`src/rtl/dfrob_pkg.sv`:
```
package dfrob_pkg;

  // Per-slot status bits
  typedef struct packed {
    logic live;    // slot holds an operation
    logic done;    // completion received
    logic fault;   // execution fault noted, not yet reported
    logic pknown;  // predicate resolved
    logic pval;    // resolved predicate value
  } slot_flags_t;

  typedef enum logic [1:0] {
    RET_IDLE,
    RET_COMMIT,
    RET_TRAP,
    RET_DROP
  } ret_kind_e;

endpackage

```
`src/rtl/dfrob_ptr.sv`:
```
module dfrob_ptr #(
  parameter int DEPTH = 16,
  localparam int TAG_W = (DEPTH > 1) ? $clog2(DEPTH) : 1,
  localparam int OCC_W = $clog2(DEPTH + 1)
) (
  input  logic             clk,
  input  logic             rst_n,
  input  logic             alloc_fire,
  input  logic             retire,
  input  logic             flush,
  output logic [TAG_W-1:0] head,
  output logic [TAG_W-1:0] tail,
  output logic [OCC_W-1:0] occ,
  output logic             full
);

  function automatic logic [TAG_W-1:0] bump(input logic [TAG_W-1:0] p);
    return (p == TAG_W'(DEPTH - 1)) ? '0 : p + TAG_W'(1);
  endfunction

  always_ff @(posedge clk or negedge rst_n) begin
    if (!rst_n) begin
      head <= '0;
      tail <= '0;
      occ  <= '0;
    end else if (flush) begin
      // faulting slot and all younger ones vanish; head stays put
      tail <= head;
      occ  <= '0;
    end else begin
      if (alloc_fire) tail <= bump(tail);
      if (retire)     head <= bump(head);
      case ({alloc_fire, retire})
        2'b10:   occ <= occ + OCC_W'(1);
        2'b01:   occ <= occ - OCC_W'(1);
        default: occ <= occ;
      endcase
    end
  end

  assign full = (occ == OCC_W'(DEPTH));

endmodule

```
`src/rtl/dfrob_store.sv`:
```
module dfrob_store
  import dfrob_pkg::*;
#(
  parameter int DEPTH  = 16,
  parameter int DATA_W = 32,
  parameter int DEST_W = 5,
  localparam int TAG_W = (DEPTH > 1) ? $clog2(DEPTH) : 1
) (
  input  logic              clk,
  input  logic              rst_n,
  input  logic              alloc_fire,
  input  logic [TAG_W-1:0]  alloc_idx,
  input  logic [DEST_W-1:0] alloc_dest,
  input  logic              cmp_valid,
  input  logic [TAG_W-1:0]  cmp_tag,
  input  logic [DATA_W-1:0] cmp_result,
  input  logic              cmp_fault,
  input  logic              cmp_pred,
  input  logic              cmp_pred_valid,
  input  logic              prd_valid,
  input  logic [TAG_W-1:0]  prd_tag,
  input  logic              prd_value,
  input  logic [TAG_W-1:0]  head,
  input  logic              retire,
  input  logic              flush,
  output slot_flags_t       head_flags,
  output logic [DEST_W-1:0] head_dest,
  output logic [DATA_W-1:0] head_data
);

  slot_flags_t       flags  [DEPTH];
  logic [DATA_W-1:0] data_q [DEPTH];
  logic [DEST_W-1:0] dest_q [DEPTH];

  logic [DEPTH-1:0] a_hit, c_hit, p_hit, r_hit;

  // per-slot address decode
  for (genvar i = 0; i < DEPTH; i++) begin : g_dec
    assign a_hit[i] = alloc_fire && (alloc_idx == TAG_W'(i));
    assign c_hit[i] = cmp_valid && (cmp_tag == TAG_W'(i)) && flags[i].live;
    assign p_hit[i] = prd_valid && (prd_tag == TAG_W'(i)) && flags[i].live;
    assign r_hit[i] = retire && (head == TAG_W'(i));
  end

  always_ff @(posedge clk or negedge rst_n) begin
    if (!rst_n) begin
      for (int i = 0; i < DEPTH; i++) flags[i] <= '0;
    end else begin
      for (int i = 0; i < DEPTH; i++) begin
        if (flush) begin
          flags[i] <= '0;
        end else if (a_hit[i]) begin
          flags[i] <= slot_flags_t'{live: 1'b1, default: 1'b0};
        end else if (r_hit[i]) begin
          flags[i] <= '0;
        end else begin
          if (p_hit[i]) begin
            flags[i].pknown <= 1'b1;
            flags[i].pval   <= prd_value;
          end
          if (c_hit[i]) begin
            flags[i].done  <= 1'b1;
            flags[i].fault <= cmp_fault;
            if (cmp_pred_valid) begin
              flags[i].pknown <= 1'b1;
              flags[i].pval   <= cmp_pred;
            end
          end
        end
      end
    end
  end

  always_ff @(posedge clk) begin
    for (int i = 0; i < DEPTH; i++) begin
      if (c_hit[i]) data_q[i] <= cmp_result;
      if (a_hit[i]) dest_q[i] <= alloc_dest;
    end
  end

  assign head_flags = flags[head];
  assign head_dest  = dest_q[head];
  assign head_data  = data_q[head];

endmodule

```
`src/rtl/dfrob_retire.sv`:
```
module dfrob_retire
  import dfrob_pkg::*;
(
  input  slot_flags_t head_flags,
  output ret_kind_e   kind,
  output logic        retire,
  output logic        flush
);

  always_comb begin
    kind = RET_IDLE;
    if (head_flags.live && head_flags.done && head_flags.pknown) begin
      if (!head_flags.pval)     kind = RET_DROP;
      else if (head_flags.fault) kind = RET_TRAP;
      else                       kind = RET_COMMIT;
    end
  end

  assign retire = (kind != RET_IDLE);
  assign flush  = (kind == RET_TRAP);

endmodule

```
`src/rtl/deferred_fault_rob.sv`:
```
module deferred_fault_rob
  import dfrob_pkg::*;
#(
  parameter int DEPTH  = 16,
  parameter int DATA_W = 32,
  parameter int DEST_W = 5,
  localparam int TAG_W = (DEPTH > 1) ? $clog2(DEPTH) : 1
) (
  input  logic              clk,
  input  logic              rst_n,
  input  logic              alloc_valid,
  output logic              alloc_ready,
  input  logic [DEST_W-1:0] alloc_dest,
  output logic [TAG_W-1:0]  alloc_tag,
  input  logic              cmp_valid,
  input  logic [TAG_W-1:0]  cmp_tag,
  input  logic [DATA_W-1:0] cmp_result,
  input  logic              cmp_fault,
  input  logic              cmp_pred,
  input  logic              cmp_pred_valid,
  input  logic              prd_valid,
  input  logic [TAG_W-1:0]  prd_tag,
  input  logic              prd_value,
  output logic              wb_valid,
  output logic [DEST_W-1:0] wb_dest,
  output logic [DATA_W-1:0] wb_data,
  output logic              exc_valid,
  output logic [TAG_W-1:0]  exc_tag
);

  localparam int OCC_W = $clog2(DEPTH + 1);

  logic [TAG_W-1:0] head, tail;
  logic [OCC_W-1:0] occ;
  logic             full;
  logic             alloc_fire, retire, flush;
  slot_flags_t      head_flags;
  ret_kind_e        kind;

  assign alloc_ready = !full && !flush;
  assign alloc_fire  = alloc_valid && alloc_ready;
  assign alloc_tag   = tail;

  dfrob_ptr #(.DEPTH(DEPTH)) u_ptr (
    .clk        (clk),
    .rst_n      (rst_n),
    .alloc_fire (alloc_fire),
    .retire     (retire),
    .flush      (flush),
    .head       (head),
    .tail       (tail),
    .occ        (occ),
    .full       (full)
  );

  dfrob_store #(.DEPTH(DEPTH), .DATA_W(DATA_W), .DEST_W(DEST_W)) u_store (
    .clk            (clk),
    .rst_n          (rst_n),
    .alloc_fire     (alloc_fire),
    .alloc_idx      (tail),
    .alloc_dest     (alloc_dest),
    .cmp_valid      (cmp_valid),
    .cmp_tag        (cmp_tag),
    .cmp_result     (cmp_result),
    .cmp_fault      (cmp_fault),
    .cmp_pred       (cmp_pred),
    .cmp_pred_valid (cmp_pred_valid),
    .prd_valid      (prd_valid),
    .prd_tag        (prd_tag),
    .prd_value      (prd_value),
    .head           (head),
    .retire         (retire),
    .flush          (flush),
    .head_flags     (head_flags),
    .head_dest      (wb_dest),
    .head_data      (wb_data)
  );

  dfrob_retire u_retire (
    .head_flags (head_flags),
    .kind       (kind),
    .retire     (retire),
    .flush      (flush)
  );

  assign wb_valid  = (kind == RET_COMMIT);
  assign exc_valid = (kind == RET_TRAP);
  assign exc_tag   = head;

endmodule

```
`config.mk`:
```
export PLATFORM = sky130hd
export DESIGN_NAME = deferred_fault_rob
export DESIGN_NICKNAME = d
export VERILOG_FILES = /design/src/rtl/dfrob_pkg.sv /design/src/rtl/dfrob_ptr.sv /design/src/rtl/dfrob_store.sv /design/src/rtl/dfrob_retire.sv /design/src/rtl/deferred_fault_rob.sv
export SDC_FILE = /design/constraint.sdc
export NUM_CORES = 1
export LEC_CHECK = 0
export ABC_AREA = 1
export ABC_CLOCK_PERIOD_IN_PS = 3400
export BUFFER_PORTS_ARGS = -buffer_cell sky130_fd_sc_hd__clkbuf_2
export CORE_ASPECT_RATIO = 0.9
export CORE_UTILIZATION = 55
export DETAILED_ROUTE_END_ITERATION = 10
export HOLD_SLACK_MARGIN = 0.15
export PLACE_DENSITY = 0.75
export SLEW_MARGIN = 40
export SYNTH_ARGS = -nofsm -noshare
export SYNTH_HDL_FRONTEND = slang
export SYNTH_SLANG_ARGS = --single-unit
```
`constraint.sdc`:
```
create_clock -name clk -period 3.4 [get_ports clk]
set_input_delay 0.68 -clock clk [delete_from_list [all_inputs] [get_ports clk]]
set_output_delay 0.68 -clock clk [all_outputs]
set_load 0.02 [all_outputs]
```
==> impl_metrics.ini <==
[outcome]
outcome = finished, final reports clean

[setup_path]
cp-start-kind = flip-flop
cp_num_buf_inv = 3
cp-end-kind = primary output
crit_chain = inv_16 -> buf_16 -> nor2_1 -> o22ai_1 -> nand2_1 -> nand4_1 -> buf_2
crit_type = flip-flop to primary output
crit_path_max_incr_delay_ps = 570
arrival_ps = 2650
crit_family = buffers and inverters
cp_max_fo = 136
slowest_stage = dfrtp_4
required_ps = 2720

[logic_synthesis]
syn_area_per_cell_um2 = 11.43
post_synth_num_cell_types = 38
synth_top_area_share_pct = 62.66
ys_seq_elements = 685
yosys_warnings = 0
synth_area_um2 = 28370
synthesis.instances = 2481
synth_nets = 2547
yosys-top-cells-area = edfxtp_1, dfrtp_1, o21ai_0
yosysTopAreaCell = edfxtp_1
synth-seq-area-share_pct = 70.87
ys_async_sr_fraction_pct = 13.58
synth-edff-count = 592
synth_ff_type = edfxtp_1

[layout]
drive_above_1_share_pct = 11.85
fill_cells = 3691
layout_common_cells = edfxtp_1, nand2_1, nor2_1
fin_nets = 2655
syn2layout_area_growth_pct = 14.04
num_antenna_cells = 0
final_cells = 3312
fin_area_um2 = 32350
mostFrequentLayoutCell = edfxtp_1

[place]
placed_cells = 3185
gp_congestion = 0.9476
io_buffers = 101
dpl_cell_area_um2 = 29930
dp_hpwl_um = 42730

[global_routing]
grt_pass1_vias = 19430
overflow = 0
antenna_found_initial = 1
grt_pass1_wl_um = 112800
track_usage_pct = 29.04
grt_max_degree = 137

[floorplan]
num_rows = 78
die_y_um = 217.5
core_um2 = 50650
io_pins = 102
die_area_um2 = 52490
die_w_um = 241.4
start_util_pct = 56.01

[timing]
min_period_ps = 3332
fmax_ghz = 0.3002
rsz0062_at_grt = true
worst_pin_slew_ps = 895.6
slew_headroom_pct = 40.10
tns_ps = 0
hold_viol = 0
fin_hold_ws_ps = 483.1
finalSetupViolCount = 0
drv_slew = 0
fin_crit_sh_pct = 97.99
fin_skew_ps = 17.05

[drt]
via_count = 20390
route.detailed.drc = 0
vias_per_cell = 6.157
firstDrtPassIters = 7
antenna_left = 0
dr.first_iter.drc_count = 2994
wl_um = 77210
wl_per_cell_um = 23.31

[cts]
cts.sinks = 685
clk_latency_ps = 590
cts_tree = done
cts_made_buffers = 68
clk_pin_slew_ps = 60
clockRootBuffer = clkbuf_16
clk_path_buf_depth = 3
ctsHtreeMaxLevel = 3

[power_and_ir_drop]
pwr_density_cell_nw_per_um2 = 823.9
ir_worst_vdd_uv = 467.6
power.leakage_nw = 11.86

[worst_hold_path]
hp-class = input pin to flip-flop

[run]
max_cap_violations = 0
-- cell type report --
class                      instances  area [um2]  area share (%)
clock inverter                    27       260.3          0.8045
timing repair buffer             174        1450           4.483
tap                              680       850.8           2.630
timing repair inverter             1       8.758         0.02707
clock buffer                      86        1810           5.596
multi-input combinational       1517        7303           22.58
inverter                         142       554.3           1.713
sequential                       685       20110           62.17
-- cell families after synthesis --
group	after synthesis	synth area share, %
compound gates	559	10.84
fa+ha+maj	12	0.5557
buf+inv	279	4.009
flops	685	70.87
xor+xnor	5	0.1544
simple gates	941	13.57
-- registers in the layout, indices dropped and copies added, names as in the netlist --
register and flops:
u_store.dest_q 80, u_store.flags 80, u_ptr.head 4, u_ptr.tail 4, u_ptr.occ 5, u_store.data_q 512
-- path summary, 6_finish.rpt --
path                             startpoint                     to  slack (ps)  cells after the start
min                          cmp_result[23]  u_store.data_q[5][23]         480                      1
min in group asynchronous             rst_n          u_ptr.tail[0]         660                      2
max                           u_ptr.head[0]            wb_data[28]          70                      7
max in group asynchronous             rst_n      u_store.flags[25]        2000                      3
min reg2reg                u_store.flags[9]       u_store.flags[9]         490                      2
max reg2reg                   u_ptr.head[2]           u_ptr.occ[4]         180                     16
-- repair_timing --
action / CTS / global route
hold endpoints to repair: 0 / 59
hold buffers: 0 / 1
buffers inserted: 1 / 6
setup endpoints to repair: 39 / 30
gates cloned: 2 / 3
resized for setup: 16 / 25
pin swaps: 0 / 3
-- per-layer routing --
metal	share of wire, %	wire length [um]	up-vias	GRT usage, %
met4	3.2	2433	2	10.25
met1	39	30170	9962	40.23
met5	0.017	13	-	0
met2	46	35860	1252	45.20
met3	11	8725	193	6.797
li1	-	-	8984	-
-- synth_stat cells (3+ instances only) --
| cell | number |
|---|---|
| nand4_1 | 39 |
| dfrtp_1 | 93 |
| nor3_1 | 26 |
| nor2_1 | 389 |
| nor3b_1 | 4 |
| ha_1 | 11 |
| xnor2_1 | 4 |
| o211ai_1 | 9 |
| inv_1 | 136 |
| buf_2 | 10 |
| clkbuf_1 | 103 |
| nor2_2 | 6 |
| buf_1 | 12 |
| a21oi_2 | 7 |
| o21ai_0 | 311 |
| buf_6 | 8 |
| edfxtp_1 | 592 |
| inv_2 | 5 |
| buf_4 | 4 |
| a21oi_1 | 48 |
| a31oi_1 | 3 |
| o21ai_1 | 23 |
| nand2_1 | 411 |
| nand3_1 | 56 |
| o22ai_1 | 154 |
-- per-stage QoR --
| stage | power, W | util, % | setup WS, ps |
|---|---|---|---|
| final | 0.02665 | 63.87 | 68.36 |
| after detailed placement | 0.01886 | 59.09 | 216.2 |
| after CTS | 0.02619 | 63.41 | 14.13 |
| after global routing | 0.02786 | 63.87 | -51.83 |
| after floorplan | 0.01616 | - | -698.5 |
| after global placement | 0.01859 | 59.08 | 222.6 |
-- power by group --
part           leakage (nW)  total, W  internal, W  switching (W)
combinational          4.41   0.00920      0.00284        0.00636
clock                  1.00   0.00716      0.00413        0.00303
sequential             6.45    0.0103      0.00987       0.000425
Note: power is estimated with default switching activity, not from simulation.
